===== src/rtl/acl_in_pkg.sv =====
package acl_in_pkg;
  localparam int unsigned DEF_SLOTS  = 12;
  localparam int unsigned DEF_SLOT_W = 20;
  localparam int unsigned DEF_TAG_W  = 16;
endpackage


===== src/rtl/acl_sync_detect.sv =====
module acl_sync_detect (
  input  logic bit_clk,
  input  logic rst_n,
  input  logic frame_sync,
  output logic frame_start
);
  logic smp_now;
  logic smp_prev;

  // frame-sync is launched on rising edges, so sample it half a period later
  always_ff @(negedge bit_clk or negedge rst_n) begin
    if (!rst_n) begin
      smp_now  <= 1'b0;
      smp_prev <= 1'b0;
    end else begin
      smp_now  <= frame_sync;
      smp_prev <= smp_now;
    end
  end

  assign frame_start = smp_now & ~smp_prev;

  // the capture window covers one rising edge only
  assert_ready_pulse_R9: assert property (@(posedge bit_clk) disable iff (!rst_n)
    frame_start |=> !frame_start);
endmodule


===== src/rtl/acl_frame_latch.sv =====
module acl_frame_latch #(
  parameter int unsigned N_SLOTS = acl_in_pkg::DEF_SLOTS,
  parameter int unsigned SLOT_W  = acl_in_pkg::DEF_SLOT_W
) (
  input  logic                        bit_clk,
  input  logic                        rst_n,
  input  logic                        load,
  input  logic                        in_valid,
  input  logic                        codec_ready,
  input  logic [N_SLOTS-1:0]          slot_valid,
  input  logic [N_SLOTS*SLOT_W-1:0]   slot_data,
  output logic                        lat_ready,
  output logic [N_SLOTS-1:0]          lat_valid,
  output logic [N_SLOTS*SLOT_W-1:0]   lat_data
);
  always_ff @(posedge bit_clk or negedge rst_n) begin
    if (!rst_n) begin
      lat_ready <= 1'b0;
      lat_valid <= '0;
    end else if (load) begin
      lat_ready <= codec_ready;
      lat_valid <= in_valid ? slot_valid : '0;
    end
  end

  for (genvar g = 0; g < N_SLOTS; g++) begin : g_word
    always_ff @(posedge bit_clk or negedge rst_n) begin
      if (!rst_n)
        lat_data[g*SLOT_W +: SLOT_W] <= '0;
      else if (load)
        lat_data[g*SLOT_W +: SLOT_W] <= (in_valid && slot_valid[g]) ?
                                        slot_data[g*SLOT_W +: SLOT_W] : '0;
    end
  end
endmodule


===== src/rtl/acl_bit_seq.sv =====
module acl_bit_seq #(
  parameter int unsigned N_SLOTS = acl_in_pkg::DEF_SLOTS,
  parameter int unsigned SLOT_W  = acl_in_pkg::DEF_SLOT_W,
  parameter int unsigned TAG_W   = acl_in_pkg::DEF_TAG_W,
  localparam int unsigned SIX_W  = $clog2(N_SLOTS + 1),
  localparam int unsigned POS_W  = $clog2((TAG_W > SLOT_W) ? TAG_W : SLOT_W)
) (
  input  logic             bit_clk,
  input  logic             rst_n,
  input  logic             start,
  output logic             busy,
  output logic [SIX_W-1:0] slot,
  output logic [POS_W-1:0] pos
);
  // state names the next bit to send; the top tag bit goes out at start
  always_ff @(posedge bit_clk or negedge rst_n) begin
    if (!rst_n) begin
      busy <= 1'b0;
      slot <= '0;
      pos  <= '0;
    end else if (start) begin
      busy <= 1'b1;
      slot <= '0;
      pos  <= POS_W'(TAG_W - 2);
    end else if (busy) begin
      if (pos == '0) begin
        if (slot == SIX_W'(N_SLOTS)) begin
          busy <= 1'b0;
          slot <= '0;
        end else begin
          slot <= slot + 1'b1;
          pos  <= POS_W'(SLOT_W - 1);
        end
      end else begin
        pos <= pos - 1'b1;
      end
    end
  end
endmodule


===== src/rtl/acl_bit_mux.sv =====
module acl_bit_mux #(
  parameter int unsigned N_SLOTS = acl_in_pkg::DEF_SLOTS,
  parameter int unsigned SLOT_W  = acl_in_pkg::DEF_SLOT_W,
  parameter int unsigned TAG_W   = acl_in_pkg::DEF_TAG_W,
  localparam int unsigned SIX_W  = $clog2(N_SLOTS + 1),
  localparam int unsigned POS_W  = $clog2((TAG_W > SLOT_W) ? TAG_W : SLOT_W),
  localparam int unsigned TIX_W  = $clog2(TAG_W),
  localparam int unsigned WIX_W  = $clog2(SLOT_W)
) (
  input  logic                      lat_ready,
  input  logic [N_SLOTS-1:0]        lat_valid,
  input  logic [N_SLOTS*SLOT_W-1:0] lat_data,
  input  logic [SIX_W-1:0]          slot,
  input  logic [POS_W-1:0]          pos,
  output logic                      bit_o
);
  logic [TAG_W-1:0]  tag_word;
  logic [SLOT_W-1:0] words [N_SLOTS];

  assign tag_word[TAG_W-1] = lat_ready;
  for (genvar g = 0; g < N_SLOTS; g++) begin : g_tag
    assign tag_word[TAG_W-2-g] = lat_valid[g];
    assign words[g]            = lat_data[g*SLOT_W +: SLOT_W];
  end
  if (TAG_W - 1 > N_SLOTS) begin : g_pad
    assign tag_word[TAG_W-2-N_SLOTS:0] = '0;
  end

  always_comb begin
    bit_o = 1'b0;
    if (slot == '0) begin
      bit_o = tag_word[pos[TIX_W-1:0]];
    end else begin
      for (int i = 0; i < N_SLOTS; i++)
        if (slot == SIX_W'(i + 1)) bit_o = words[i][pos[WIX_W-1:0]];
    end
  end
endmodule


===== src/rtl/acl_in_serializer.sv =====
module acl_in_serializer #(
  parameter int unsigned N_SLOTS = acl_in_pkg::DEF_SLOTS,
  parameter int unsigned SLOT_W  = acl_in_pkg::DEF_SLOT_W,
  parameter int unsigned TAG_W   = acl_in_pkg::DEF_TAG_W,
  localparam int unsigned SIX_W  = $clog2(N_SLOTS + 1),
  localparam int unsigned POS_W  = $clog2((TAG_W > SLOT_W) ? TAG_W : SLOT_W),
  localparam int unsigned PAD_N  = TAG_W - 1 - N_SLOTS
) (
  input  logic                      bit_clk,
  input  logic                      rst_n,
  input  logic                      frame_sync,
  input  logic                      codec_ready,
  input  logic                      in_valid,
  output logic                      in_ready,
  input  logic [N_SLOTS-1:0]        slot_valid,
  input  logic [N_SLOTS*SLOT_W-1:0] slot_data,
  output logic                      ser_out
);
  logic                      frame_start;
  logic                      lat_ready;
  logic [N_SLOTS-1:0]        lat_valid;
  logic [N_SLOTS*SLOT_W-1:0] lat_data;
  logic                      busy;
  logic [SIX_W-1:0]          slot;
  logic [POS_W-1:0]          pos;
  logic                      mux_bit;
  logic                      ser_q;
  logic                      slot_on;

  acl_sync_detect u_sync (
    .bit_clk(bit_clk), .rst_n(rst_n), .frame_sync(frame_sync), .frame_start(frame_start)
  );

  acl_frame_latch #(.N_SLOTS(N_SLOTS), .SLOT_W(SLOT_W)) u_latch (
    .bit_clk(bit_clk), .rst_n(rst_n), .load(frame_start), .in_valid(in_valid),
    .codec_ready(codec_ready), .slot_valid(slot_valid), .slot_data(slot_data),
    .lat_ready(lat_ready), .lat_valid(lat_valid), .lat_data(lat_data)
  );

  acl_bit_seq #(.N_SLOTS(N_SLOTS), .SLOT_W(SLOT_W), .TAG_W(TAG_W)) u_seq (
    .bit_clk(bit_clk), .rst_n(rst_n), .start(frame_start),
    .busy(busy), .slot(slot), .pos(pos)
  );

  acl_bit_mux #(.N_SLOTS(N_SLOTS), .SLOT_W(SLOT_W), .TAG_W(TAG_W)) u_mux (
    .lat_ready(lat_ready), .lat_valid(lat_valid), .lat_data(lat_data),
    .slot(slot), .pos(pos), .bit_o(mux_bit)
  );

  // output flop: first bit comes straight from the input flag at capture
  always_ff @(posedge bit_clk or negedge rst_n) begin
    if (!rst_n)           ser_q <= 1'b0;
    else if (frame_start) ser_q <= codec_ready;
    else if (busy)        ser_q <= mux_bit;
    else                  ser_q <= 1'b0;
  end

  assign ser_out  = ser_q;
  assign in_ready = frame_start;

  always_comb begin
    slot_on = 1'b0;
    for (int i = 0; i < N_SLOTS; i++)
      if (slot == SIX_W'(i + 1)) slot_on = lat_valid[i];
  end

  assert_first_bit_R2: assert property (@(posedge bit_clk) disable iff (!rst_n)
    frame_start |=> (ser_out == $past(codec_ready)));

  assert_tag_pad_R3: assert property (@(posedge bit_clk) disable iff (!rst_n)
    (busy && !frame_start && slot == '0 && pos < POS_W'(PAD_N)) |=> !ser_out);

  assert_invalid_zero_R5: assert property (@(posedge bit_clk) disable iff (!rst_n)
    (busy && !frame_start && slot != '0 && !slot_on) |=> !ser_out);

  assert_restart_R7: assert property (@(posedge bit_clk) disable iff (!rst_n)
    frame_start |=> (busy && slot == '0 && pos == POS_W'(TAG_W - 2)));

  assert_idle_low_R8: assert property (@(posedge bit_clk) disable iff (!rst_n)
    (!busy && !frame_start) |=> !ser_out);
endmodule


===== config.mk =====
export PLATFORM = sky130hd
export DESIGN_NAME = acl_in_serializer
export DESIGN_NICKNAME = d
export VERILOG_FILES = /design/src/rtl/acl_in_pkg.sv /design/src/rtl/acl_sync_detect.sv /design/src/rtl/acl_frame_latch.sv /design/src/rtl/acl_bit_seq.sv /design/src/rtl/acl_bit_mux.sv /design/src/rtl/acl_in_serializer.sv
export SDC_FILE = /design/constraint.sdc
export NUM_CORES = 1
export LEC_CHECK = 0
export BUFFER_PORTS_ARGS = -buffer_cell sky130_fd_sc_hd__buf_4
export CAP_MARGIN = 30
export CORE_AREA = 2 2 133 187
export DETAILED_ROUTE_END_ITERATION = 6
export DIE_AREA = 0 0 135 189
export PLACE_DENSITY = 0.76
export SETUP_SLACK_MARGIN = 0.5
export SYNTH_ARGS = -nofsm -noshare
export SYNTH_HDL_FRONTEND = slang
export SYNTH_SLANG_ARGS = --single-unit

===== constraint.sdc =====
create_clock -name bit_clk -period 2.99 [get_ports bit_clk]
set_input_delay 0 -clock bit_clk [delete_from_list [all_inputs] [get_ports bit_clk]]
set_output_delay 0 -clock bit_clk [all_outputs]
set_load 0.01 [all_outputs]

==> results.toml <==
[synthesis]
synth_nets = 1122
ys_seq_area_frac = 0.566
ys_ff_latch = 266
synth_warnings = 0
synth_area_per_cell_um2 = 13.7
synth_edf_count = 0
synthArstFlopShare = 1.00
synth_cell_type_count = 51
synthCells = 860
syn_area_um2 = 11800
dominantRegCellSynth = "dfrtp_1"

[place]
dp.cells = 1376
portBuffers = 258
gp_congestion = 0.955
place_hpwl_mm = 22.7
placed_cell_area_um2 = 14100

[setup_path]
critPathLaunchType = "flip-flop"
required_ns = 3.40
criticalPathCategory = "reg -> reg"
worstPathArrival_ns = 3.30
end_kind = "flip-flop"
cp_max_fo = 70

[final_layout]
multi_input_area_um2 = 4770
layout.cells.non_filler = 1676
regArea_um2 = 6660
final_cell_mix = "buf_4, dfrtp_1, dlygate4sd3_1"
fill_cells = 1444
drive_above_1_share = 0.313
finalInstanceArea_um2 = 17700
synthToLayoutAreaGrowth_pct = 50.6
nNetsFinal = 1605
layout_commonest_cell = "buf_4"

[clocking]
cts_tree = "done"
clkTransAtPathRegs_ns = 0.07
cts.sinks = 266
clockBufferDepth = 3
clk_latency_ns = 0.53
cts_root_buf = "clkbuf_16"
htreeDepth = 1
cts_buffers = 26

[routing]
firstDrtPassIters = 6
antenna_left = 0
drt-total-wl_mm = 41.3
drt_iter0_markers = 853
dr_total_vias = 10300
drc = 0
via_per_inst = 6.17
wl_per_cell_um = 24.7

[power]
p_sw_mw = 3.05
p_seq_frac = 0.388
p_int_mw = 7.63
cellPowerDensity_nw_per_um2 = 603
cellLeakagePower_nw = 8.36
p_comb_frac = 0.251
vdd_ir_drop_max_uv = 461
pwr-share-clk = 0.361
switching_share = 0.285

[die]
die-width_um = 135
die_h_um = 189
dieArea_um2 = 25500
io_pins = 259
initial_core_util = 0.494
rows = 67
core-area_um2 = 23800

[sta]
worst_pin_slew_ns = 0.932
rsz0062_at_grt = "yes"
max-slew-margin-rel = 0.378
slew_viol_final = 0
setup_viol = 0
finClkSkew_ns = 0.00882
hold_viol = 0
setup_tns_ns = 0

[outcome]
status = "completed"

[global_routing]
grt_util_all_layers = 0.316
grt_max_degree = 164
grt_pass1_wl_mm = 62.1
overflow = 0
antenna_found_initial = 2
grt_pass1_vias = 11100

[worst_hold_path]
hold_class = "in -> reg"

[run]
cap_violations = 0
-- layer usage --
layer | track usage | vias up | share of wire
met1 | 0.388 | 5263 | 0.37
met5 | 0 | - | 0
met3 | 0.0423 | 144 | 0.061
li1 | - | 4359 | -
met4 | 0.146 | 0 | 0.052
met2 | 0.552 | 575 | 0.52
-- cells in the mapped netlist, types with 2 or more instances --
| library cell | n | share of area |
|---|---|---|
| nand2b_1 | 4 | 0.0021 |
| a311oi_1 | 2 | 0.0015 |
| dfrtp_1 | 264 | 0.56 |
| buf_8 | 2 | 0.0026 |
| buf_2 | 12 | 0.0051 |
| a2111oi_0 | 5 | 0.0037 |
| inv_1 | 9 | 0.0029 |
| dfrtn_1 | 2 | 0.0043 |
| a21o_1 | 13 | 0.0083 |
| mux4_2 | 57 | 0.11 |
| nand3b_1 | 2 | 0.0013 |
| clkbuf_1 | 61 | 0.019 |
| o31ai_1 | 3 | 0.0019 |
| nand3_1 | 12 | 0.0051 |
| mux2i_1 | 6 | 0.0051 |
| and3_1 | 14 | 0.0074 |
| nand4_1 | 3 | 0.0016 |
| buf_1 | 2 | 0.00064 |
| nor2_1 | 16 | 0.0051 |
| a22o_1 | 240 | 0.18 |
| o41ai_1 | 2 | 0.0015 |
| ha_1 | 5 | 0.0053 |
| nand2_1 | 37 | 0.012 |
| buf_4 | 4 | 0.0026 |
| o211ai_1 | 4 | 0.0026 |
| a22oi_1 | 5 | 0.0032 |
| o21ai_0 | 7 | 0.0030 |
| mux2_2 | 5 | 0.0048 |
| nor3_1 | 4 | 0.0017 |
| a21oi_1 | 16 | 0.0068 |
| a211oi_1 | 9 | 0.0057 |
| nor2b_1 | 13 | 0.0069 |
| o32ai_1 | 2 | 0.0015 |
-- worst max-delay path: stages (launching register included) --
cell      delay, ns
dfrtn_1        0.45
nand2b_4       0.10
buf_12         0.17
buf_16         0.19
a22o_1         0.31
-- flip-flops by register name, indices dropped and copies added, names as in the netlist --
register           flops
u_latch.lat_data     240
u_latch.lat_valid     12
u_seq.pos              5
u_seq.slot             4
ser_out                1
u_latch.lat_ready      1
u_seq.busy             1
u_sync.smp_now         1
u_sync.smp_prev        1
-- cell type report --
cell class | count | share of cell area
sequential | 266 | 0.376
timing repair buffer | 538 | 0.273
multi-input combinational | 501 | 0.269
clock buffer | 29 | 0.0391
tap | 310 | 0.0219
clock inverter | 19 | 0.0174
inverter | 10 | 0.00254
antenna | 3 | 0.000424
-- what timing repair did --
item                       CTS  global route
pin swaps                    0             5
resized for setup            6             8
setup endpoints to repair  265           265
buffers inserted             1             3
gates cloned                 0             2
hold endpoints to repair   306             0
hold buffers               243             0
-- final timing paths --
path,startpoint,end,slack (ns),cells after the start
max,u_sync.smp_now,u_latch.lat_data[2],0.10,4
min,slot_valid[9],u_latch.lat_valid[9],0.02,3
max reg2reg,u_sync.smp_now,u_latch.lat_data[2],0.10,4
min reg2reg,u_latch.lat_valid[0],u_latch.lat_valid[0],0.48,1
max in group asynchronous,rst_n,u_sync.smp_now,1.19,2
min in group asynchronous,rst_n,u_latch.lat_data[146],0.03,2
-- cell families after synthesis --
family	Yosys count	synth area share
mux	69	0.120
simple gates	110	0.0476
compound gates	317	0.225
buf+inv	93	0.0362
flops	266	0.566
fa+ha+maj	5	0.00532
-- through the flow --
stage | worst slack [ns] | total power [mW] | util | hold WS, ns
3_5_place_dp | 0.0138 | 6.48 | 0.593 | -0.0148
5_1_grt | 0.0854 | 11.0 | 0.744 | 0.0172
6_report | 0.101 | 10.7 | 0.744 | 0.0194
2_1_floorplan | 0.109 | 5.53 | - | -0.296
4_1_cts | 0.125 | 10.6 | 0.739 | 0.00453
3_3_place_gp | 0.0474 | 6.45 | 0.593 | -0.0231
-- power by group through the flow --
stage / Sequential, mW / Combinational (mW) / Clock [mW]
6_report: 4.15 / 2.68 / 3.86
3_3_place_gp: 4.19 / 2.26 / 0
5_1_grt: 4.17 / 2.83 / 4.03
2_1_floorplan: 4.06 / 1.47 / 0
3_5_place_dp: 4.20 / 2.29 / 0
4_1_cts: 4.14 / 2.57 / 3.87
Note: power is estimated with default switching activity, not from simulation.
